==> config.mk <==
export PLATFORM = sky130hd
export DESIGN_NAME = wr_cmd_sel
export DESIGN_NICKNAME = d
export VERILOG_FILES = /design/src/rtl/wcs_pkg.sv /design/src/rtl/wcs_line_geom.sv /design/src/rtl/wcs_policy.sv /design/src/rtl/wr_cmd_sel.sv
export SDC_FILE = /design/constraint.sdc
export NUM_CORES = 1
export LEC_CHECK = 0
export BUFFER_PORTS_ARGS = -buffer_cell sky130_fd_sc_hd__buf_2
export CAP_MARGIN = 30
export CORE_MARGIN = 2
export CORE_UTILIZATION = 30
export DETAILED_ROUTE_END_ITERATION = 10
export PLACE_DENSITY = 0.53
export SLEW_MARGIN = 20
export SYNTH_ARGS = -nofsm -noshare
export SYNTH_HDL_FRONTEND = slang
export SYNTH_HIERARCHICAL = 1
export SYNTH_SLANG_ARGS = --single-unit
==> constraint.sdc <==
create_clock -name clk -period 2.8 [get_ports clk]
set_input_delay 0.56 -clock clk [delete_from_list [all_inputs] [get_ports clk]]
set_output_delay 0.56 -clock clk [all_outputs]
set_load 0.1 [all_outputs]
==> src/rtl/wcs_pkg.sv <==
package wcs_pkg;
  typedef enum logic [1:0] {
    ST_IDLE = 2'd0,
    ST_MW   = 2'd1,
    ST_MWI  = 2'd2
  } wcs_state_e;

  localparam logic [3:0] CMD_MW  = 4'b0111;
  localparam logic [3:0] CMD_MWI = 4'b1111;
endpackage

==> src/rtl/wcs_line_geom.sv <==
module wcs_line_geom #(
  parameter int CLS_W      = 8,
  parameter int AVAIL_W    = 12,
  parameter int MIN_CLS_DW = 8,
  parameter int MAX_CLS_DW = 16
) (
  input  logic [CLS_W-1:0]   cls_dw,
  input  logic [CLS_W+1:0]   addr_lo,
  output logic               cls_ok,
  output logic               aligned,
  output logic               at_last,
  output logic [AVAIL_W-1:0] line_bytes
);
  localparam int PAD_W = AVAIL_W - CLS_W - 2;

  logic [CLS_W-1:0] mask;
  logic [CLS_W-1:0] offset;

  always_comb begin
    mask       = cls_dw - 1'b1;
    offset     = addr_lo[CLS_W+1:2] & mask;
    cls_ok     = (cls_dw != '0) && ((cls_dw & mask) == '0) &&
                 (cls_dw >= CLS_W'(MIN_CLS_DW)) && (cls_dw <= CLS_W'(MAX_CLS_DW));
    aligned    = (addr_lo[1:0] == 2'b00) && (offset == '0);
    at_last    = (offset == mask);
    line_bytes = {{PAD_W{1'b0}}, cls_dw, 2'b00};
  end
endmodule

==> src/rtl/wcs_policy.sv <==
module wcs_policy #(
  parameter int AVAIL_W = 12
) (
  input  logic               inv_en,
  input  logic               term_on_line,
  input  logic               cls_ok,
  input  logic               aligned,
  input  logic               at_last,
  input  logic [AVAIL_W-1:0] line_bytes,
  input  logic [AVAIL_W-1:0] avail_bytes,
  input  logic               in_mw,
  input  logic               in_mwi,
  output logic               mwi_start_ok,
  output logic               term
);
  logic [AVAIL_W:0] hold_need;
  logic             mwi_hold_ok;

  always_comb begin
    hold_need    = {1'b0, line_bytes} + (AVAIL_W+1)'(4);
    mwi_start_ok = inv_en && cls_ok && aligned && (avail_bytes >= line_bytes);
    mwi_hold_ok  = inv_en && cls_ok && ({1'b0, avail_bytes} >= hold_need);
    term         = at_last && ((in_mwi && !mwi_hold_ok) || (in_mw && term_on_line));
  end
endmodule

==> src/rtl/wr_cmd_sel.sv <==
module wr_cmd_sel
  import wcs_pkg::*;
#(
  parameter int CLS_W      = 8,
  parameter int AVAIL_W    = 12,
  parameter int MIN_CLS_DW = 8,
  parameter int MAX_CLS_DW = 16
) (
  input  logic               clk,
  input  logic               rst_n,
  input  logic [CLS_W-1:0]   cls_dw,
  input  logic               inv_en,
  input  logic               term_on_line,
  input  logic [CLS_W+1:0]   addr_lo,
  input  logic [AVAIL_W-1:0] avail_bytes,
  input  logic               req,
  input  logic               xfer,
  output logic [3:0]         cmd,
  output logic               start,
  output logic               term
);
  logic [1:0]         rst_sync_q;
  logic               rst_i_n;
  wcs_state_e         state_q, state_d;
  logic               start_q, start_d;
  logic [3:0]         cmd_q, cmd_d;
  logic               cmd_en;
  logic               cls_ok, aligned, at_last;
  logic [AVAIL_W-1:0] line_bytes;
  logic               mwi_start_ok;
  logic               last_data;
  logic               burst_end;

  always_ff @(posedge clk or negedge rst_n) begin
    if (!rst_n) rst_sync_q <= 2'b00;
    else        rst_sync_q <= {rst_sync_q[0], 1'b1};
  end
  assign rst_i_n = rst_sync_q[1];

  wcs_line_geom #(
    .CLS_W(CLS_W), .AVAIL_W(AVAIL_W),
    .MIN_CLS_DW(MIN_CLS_DW), .MAX_CLS_DW(MAX_CLS_DW)
  ) u_geom (
    .cls_dw(cls_dw), .addr_lo(addr_lo), .cls_ok(cls_ok),
    .aligned(aligned), .at_last(at_last), .line_bytes(line_bytes)
  );

  wcs_policy #(.AVAIL_W(AVAIL_W)) u_policy (
    .inv_en(inv_en), .term_on_line(term_on_line), .cls_ok(cls_ok),
    .aligned(aligned), .at_last(at_last), .line_bytes(line_bytes),
    .avail_bytes(avail_bytes), .in_mw(state_q == ST_MW),
    .in_mwi(state_q == ST_MWI), .mwi_start_ok(mwi_start_ok), .term(term)
  );

  always_comb begin
    last_data = (avail_bytes <= AVAIL_W'(4));
    burst_end = xfer && (term || last_data);
    state_d   = state_q;
    start_d   = 1'b0;
    cmd_d     = cmd_q;
    cmd_en    = 1'b0;
    case (state_q)
      ST_IDLE: begin
        if (req && (avail_bytes != '0)) begin
          start_d = 1'b1;
          cmd_en  = 1'b1;
          if (mwi_start_ok) begin
            state_d = ST_MWI;
            cmd_d   = CMD_MWI;
          end else begin
            state_d = ST_MW;
            cmd_d   = CMD_MW;
          end
        end
      end
      ST_MW, ST_MWI: begin
        if (burst_end) state_d = ST_IDLE;
      end
      default: state_d = ST_IDLE;
    endcase
  end

  always_ff @(posedge clk or negedge rst_i_n) begin
    if (!rst_i_n) begin
      state_q <= ST_IDLE;
      start_q <= 1'b0;
      cmd_q   <= CMD_MW;
    end else begin
      state_q <= state_d;
      start_q <= start_d;
      if (cmd_en) cmd_q <= cmd_d;
    end
  end

  assign cmd   = cmd_q;
  assign start = start_q;

  assert_start_pulse_R9: assert property (@(posedge clk) disable iff (!rst_i_n)
    start_q |=> !start_q);

  assert_cmd_hold_R8: assert property (@(posedge clk) disable iff (!rst_i_n)
    (state_q != ST_IDLE && !start_q) |-> $stable(cmd_q));

  assert_mwi_launch_R2: assert property (@(posedge clk) disable iff (!rst_i_n)
    (start_q && cmd_q == CMD_MWI) |-> ($past(inv_en) && $past(aligned) && $past(cls_ok)));

  assert_mw_runs_through_R7: assert property (@(posedge clk) disable iff (!rst_i_n)
    (state_q == ST_MW && !term_on_line) |-> !term);

  assert_term_at_line_end_R4: assert property (@(posedge clk) disable iff (!rst_i_n)
    term |-> at_last);

  assert_idle_no_term_R1: assert property (@(posedge clk) disable iff (!rst_i_n)
    (state_q == ST_IDLE) |-> !term);
endmodule

[Word-level counts from Yosys, hierarchy flattened]
Cells that the tools add are included.
Word-level totals
  flip-flop bits (word level): 9
  bits of input ports: 36
  output and inout bits: 6
  word-level logic and storage cells: 50
Operators by class
  add/subtract/negate cells: 2
  magnitude comparators: 5
  equal/unequal tests: 5
  muxes and demuxes: 7
  bitwise logic cells: 2
  reductions and logical operators: 25
Operator list (number)
  8-bit bitwise AND: 2
  8-bit logical NOT: 2
  12-bit by 13-bit greater-or-equal comparator with 1-bit output: 1
  1-bit logical AND: 13
  12-bit by 10-bit greater-or-equal comparator with 1-bit output: 1
  12-bit by 3-bit <= comparator with 1-bit output, second input constant: 1
  12-bit nonzero test: 1
  10-bit by 3-bit adder with 11-bit output, second input constant: 1
  8-bit == test: 1
  8-bit by 4-bit greater-or-equal comparator with 1-bit output, second input constant: 1
  8-bit by 5-bit <= comparator with 1-bit output, second input constant: 1
  8-bit nonzero test: 1
  8-bit by 1-bit subtractor with 8-bit output, second input constant: 1
  2-bit two-way mux: 3
  2-bit logical NOT: 2
  4-bit two-way mux: 1
  2-bit inequality test, second input constant: 2
  2-bit one-hot mux with 2 select lines: 1
  3-bit AND reduction: 1
  2-bit by 1-bit == test with 1-bit output, second input constant: 1
  2-bit == test, second input constant: 1
  1-bit logical OR: 2
  1-bit two-way mux: 2
  2-bit AND reduction: 1
  other kinds (2): 2

[Depth between registers and ports, before layout]
  depth in word-level cells: 16
  depth in mapped cells: 16
  gate-level depth less buffers: 16

[Modules after synthesis]
The synthesis kept the hierarchy.
By module, submodules not included
  wcs_policy: instances 1, cells each 92, area an instance 680.7 µm²
  wcs_line_geom: instances 1, cells each 53, area an instance 397.9 µm²
  wr_cmd_sel: instances 1, cells each 35, area an instance 379.1 µm²

[Least setup slack after synthesis]
Ideal clock, no wire load.
  path type: input to register
  from: input port cls_dw[0]
  to: register state_q[1]
  setup time: 0.124 ns
  arrival: 4.236 ns
  required time: 2.676 ns
  slack: -1.560 ns
  cell stages on the path: 13
  path buffers: 0
  cell sequence: inv_1 > ha_1 > inv_1 > or3_1 > or3_1 > ha_1 > o22ai_1 > nor4_1 > o21ai_0 > a21oi_1 > nand2_1 > and3_1 > a211o_1
Between the ends
  elaborated cells between the ends (all ways): 31
RTL lines
  start: declaration: RTL line wr_cmd_sel.sv:11  | input logic [CLS_W-1:0] cls_dw,
  8-bit by 1-bit subtractor with 8-bit output *: RTL line wcs_line_geom.sv:20  | mask = cls_dw - 1'b1;
  8-bit bitwise AND: RTL line wcs_line_geom.sv:21  | offset = addr_lo[CLS_W+1:2] & mask;
  8-bit == test *: RTL line wcs_line_geom.sv:25  | at_last = (offset == mask);
  net at_last: RTL line wr_cmd_sel.sv:28  | logic cls_ok, aligned, at_last;
  1-bit logical AND *: RTL line wcs_policy.sv:23  | term = at_last && ((in_mwi && !mwi_hold_ok) || (in_mw && term_on_line));
  net term: RTL line wr_cmd_sel.sv:20  | output logic term
  1-bit logical OR *: RTL line wr_cmd_sel.sv:57  | burst_end = xfer && (term || last_data);
  1-bit logical AND *: RTL line wr_cmd_sel.sv:57
  2-bit inequality test (no source line) *
  2-bit AND reduction (no source line) *
  end signal: assignment: RTL line wr_cmd_sel.sv:89  | state_q <= state_d;
  end: declaration: RTL line wr_cmd_sel.sv:24  | wcs_state_e state_q, state_d;
Mark *: on every way through the listed nets, which the timed path passes. The rest lies on a longest branch. The select of a mux whose other input is x is not followed.
A chain may end at the register's enable or synchronous reset.

[Worst setup path in the final report]
  from: input port cls_dw[1]
  to: output port term
Between the ends
  longest elaborated chain between the ends: 12
  elaborated cells between the ends (all ways): 19
Ends and longest elaborated chain
  8-bit by 1-bit subtractor with 8-bit output: RTL line wcs_line_geom.sv:20
  8-bit bitwise AND: RTL line wcs_line_geom.sv:22  | cls_ok = (cls_dw != '0) && ((cls_dw & mask) == '0) &&
  8-bit logical NOT: RTL line wcs_line_geom.sv:22
  1-bit logical AND (2 in a row): RTL line wcs_line_geom.sv:22
  1-bit logical AND *: RTL line wcs_line_geom.sv:23  | (cls_dw >= CLS_W'(MIN_CLS_DW)) && (cls_dw <= CLS_W'(MAX_CLS_DW));
  net cls_ok: RTL line wr_cmd_sel.sv:28
  1-bit logical AND * (2 in a row): RTL line wcs_policy.sv:22  | mwi_hold_ok = inv_en && cls_ok && ({1'b0, avail_bytes} >= hold_need);
  1-bit logical NOT *: RTL line wcs_policy.sv:23
  1-bit logical AND *: RTL line wcs_policy.sv:23
  1-bit logical OR *: RTL line wcs_policy.sv:23
  1-bit logical AND *: RTL line wcs_policy.sv:23
  end: declaration: RTL line wr_cmd_sel.sv:20
Mark *: on every way through the listed nets, which the timed path passes. The rest lies on a longest branch.

==> key figures <==
Die
  – # IOs: 42
  – Die area: 5432 um^2
  – CORE AREA: 4692 um^2
  – Std cell rows: 25
  – Die Ht: 73.71 um
  – Die span in x: 73.71 um
  – Initial core utilization: 0.3107

Timing
  – Setup WS post-layout: -0.5221 ns
  – Hold slack: 0.05453 ns
  – Crit share post-route: 1.186
  – Peak Freq: 301.0 MHz
  – Min Clock Period, post-route: 3.322 ns
  – RSZ-0062 raised after global routing: yes
  – Slew Viols, Final: 0
  – Setup Skew: 0.0003816 ns
  – Setup-failing EPs final: 3
  – Hold Fails Final Rpt: 0

Power
  – Peak VDD IR: 0.3622 mV
  – Total power: 614.4 uW
  – Pleak: 1.048 nW
  – Cell Pwr Density: 288.3 nW/um^2

GRT
  – GR Util All Layers: 0.1477
  – Largest net degree at the start of global routing: 7
  – Vias in the first global route: 1440
  – Initial antenna violation count: 0
  – GRT overflow: 0
  – Global-route wire length before repair: 6320 um

Clock tree
  – Inserted Clock Buffers: 3
  – Hold-fix buffers, CTS: 0
  – CTS tree: built
  – Clk_lat worst skew: 0.21 ns
  – Clock Tree Buf Depth: 2
  – Root buffer cell: clkbuf_8
  – H-tree lvl count: 1
  – CTS clk-pin slew, worst paths: 0.03 ns
  – Clk sinks: 6

Critical path
  – FF-to-FF End: state_q[1]
  – R2R depth: 9
  – Crit. End Element: output port
  – Cell mode on critical path: or3_4
  – Crit path cell chain: buf_6 > or3_4 > or3_4 > nand2b_4 > ha_2 > nor4_2 > nand3_1 > a21oi_2 > nand2_1 > a311oi_2 > a21oi_4 > buf_12
  – Worst path required time: 2.24 ns
  – Worst-path maximum fanout: 3
  – Largest stage delay on the critical path: 0.38 ns
  – Critical Path Start: cls_dw[1]
  – Reg-to-reg startpoint: state_q[1]
  – Critical Path AT: 2.76 ns
  – Setup CP Type: in -> out
  – CP Launch Type: input pin
  – R2R setup slack: 0.86 ns
  – Slowest cell on the critical path: or3_4

Routing
  – Via count: 1407
  – Vias/cell: 4.644
  – Routed len/inst: 12.34 um
  – Drt drc: 0
  – Post-route ant nets: 0
  – Drt first pass iters: 4
  – Drt initial violations: 24
  – Drt total wl: 3738 um

Yosys
  – Post-synth EDFFs: 0
  – Register area share after synthesis: 0.1030
  – Synth Register Bits: 6
  – Synth area leader: ha_1
  – Primary FF master, synth: dfrtp_1
  – Synth Warn #: 6
  – Mapped Cells: 180
  – Synth top area cells: ha_1 30%, dfrtp_1 10%, buf_4 7.7%
  – Top-area cell type share of the netlist area: 0.3004
  – Async SR Flop Fraction: 1.000
  – Synthesized area: 1458 um^2
  – Yosys cell types: 41
  – Synth Area per Inst: 8.098 um^2

Final layout
  – Area grow syn2layout: 46.18%
  – Final #Nets: 322
  – Fillers: 484
  – Total inserted antenna cells: 0
  – Non-Filler Instances: 303
  – Share of cells above drive strength 1: 0.4378

Flow run
  – Max cap viols: 0

Outcome
  – Failing checks: negative setup slack
  – Status: complete, but fails checks

Place
  – Routability-driven placement congestion ratio: 0.8060
  – I/O Buffers: 38
  – Placed insts: 295
  – Post-DP HPWL: 3146 um

Min path
  – Hold Path Class: reg -> async
==> state kept, by name, summed over array words and instances (netlist names) <==
signal	cells
rst_sync_q	2
start	1
state_q	2
cmd	1
==> cells in the final DEF (no fill, tap or decap), drive strengths merged, types with 4 or more instances in the layout <==
cell type | synthesis | layout
ha | 35 | 35
inv | 25 | 25
nand2b | 7 | 7
buf | 15 | 75
or3 | 4 | 4
dfrtp | 6 | 6
nand2 | 6 | 6
o22ai | 6 | 6
nor2 | 5 | 5
nor4 | 4 | 4
a21oi | 9 | 9
o21ai | 6 | 6
xnor2 | 8 | 8
nand3 | 11 | 11
conb | 2 | 8
nor3 | 5 | 5
==> worst max path at each step <==
stage | to | slack, ns | depth (start not counted)
floorplan | state_q[1] | -0.55 | 11
global placement | term | -0.79 | 14
detailed placement | term | -0.86 | 14
CTS | term | -0.56 | 14
global route | term | -0.60 | 14
finish | term | -0.52 | 12
==> kinds of logic after synthesis <==
group           count (synthesis)  share of synthesized area
simple gates                   52                     0.2129
buf+inv                        40                     0.1416
compound gates                 37                     0.1888
fa+ha+maj                      35                     0.3004
xor+xnor                        8                    0.04807
flops                           6                     0.1030
other cells                     2                   0.005152
==> synth_stat cells, types with 3 or more instances <==
cell type / n
o22ai_1: 6
nor2_1: 5
nor3_1: 5
ha_1: 35
a21oi_1: 8
nand2b_1: 7
o21ai_0: 5
dfrtp_1: 6
inv_1: 25
nand3_1: 10
nand2_1: 6
buf_4: 15
nor4_1: 3
or3_1: 3
xnor2_1: 8
==> per-layer routing <==
layer  wire length [um]  global-route usage  vias up
met5                  0                   0        -
met4                 14             0.02424        0
met3                 72             0.01235        2
met2               1922              0.2718       12
met1               1728              0.1882      624
li1                   -                   -      769
==> per-stage QoR <==
step	setup WS, ns	cell area [um^2]	util	TNS, ns
5_1_grt	-0.6017	2131	0.4541	-1.373
3_3_place_gp	-0.7865	1891	0.4029	-2.342
3_5_place_dp	-0.8562	1891	0.4029	-2.579
6_report	-0.5221	2131	0.4541	-0.9680
2_1_floorplan	-0.5499	1505	-	-1.437
4_1_cts	-0.5565	2106	0.4488	-1.021
==> layout make-up <==
cell class | instances | area [um^2] | share of cell area
Multi-Input combinational cell | 140 | 1267 | 0.5948
Clock buffer | 3 | 41.29 | 0.01938
Inverter | 25 | 101.3 | 0.04756
Sequential cell | 6 | 150.1 | 0.07046
Tap cell | 54 | 67.56 | 0.03171
Timing Repair Buffer | 75 | 503.0 | 0.2361
==> power breakdown <==
group | switching (mW) | total, mW | internal (mW)
Sequential | 0.00523 | 0.105 | 0.0997
Combinational | 0.214 | 0.387 | 0.173
Clock | 0.0306 | 0.122 | 0.0918
Total | 0.250 | 0.614 | 0.364
==> critical path: cells and delay by family <==
kind,cells,cell delay (ns)
compound gates,3,0.51
simple gates,6,1.22
buf+inv,2,0.28
fa+ha+maj,1,0.17
==> repair_timing <==
item / CTS / global route
endpoints found under the setup margin: 4 / 4
pin swaps: 7 / 6
resized for setup: 31 / 4
buffers inserted: 4 / 1
Note: power is estimated with default switching activity, not from simulation.
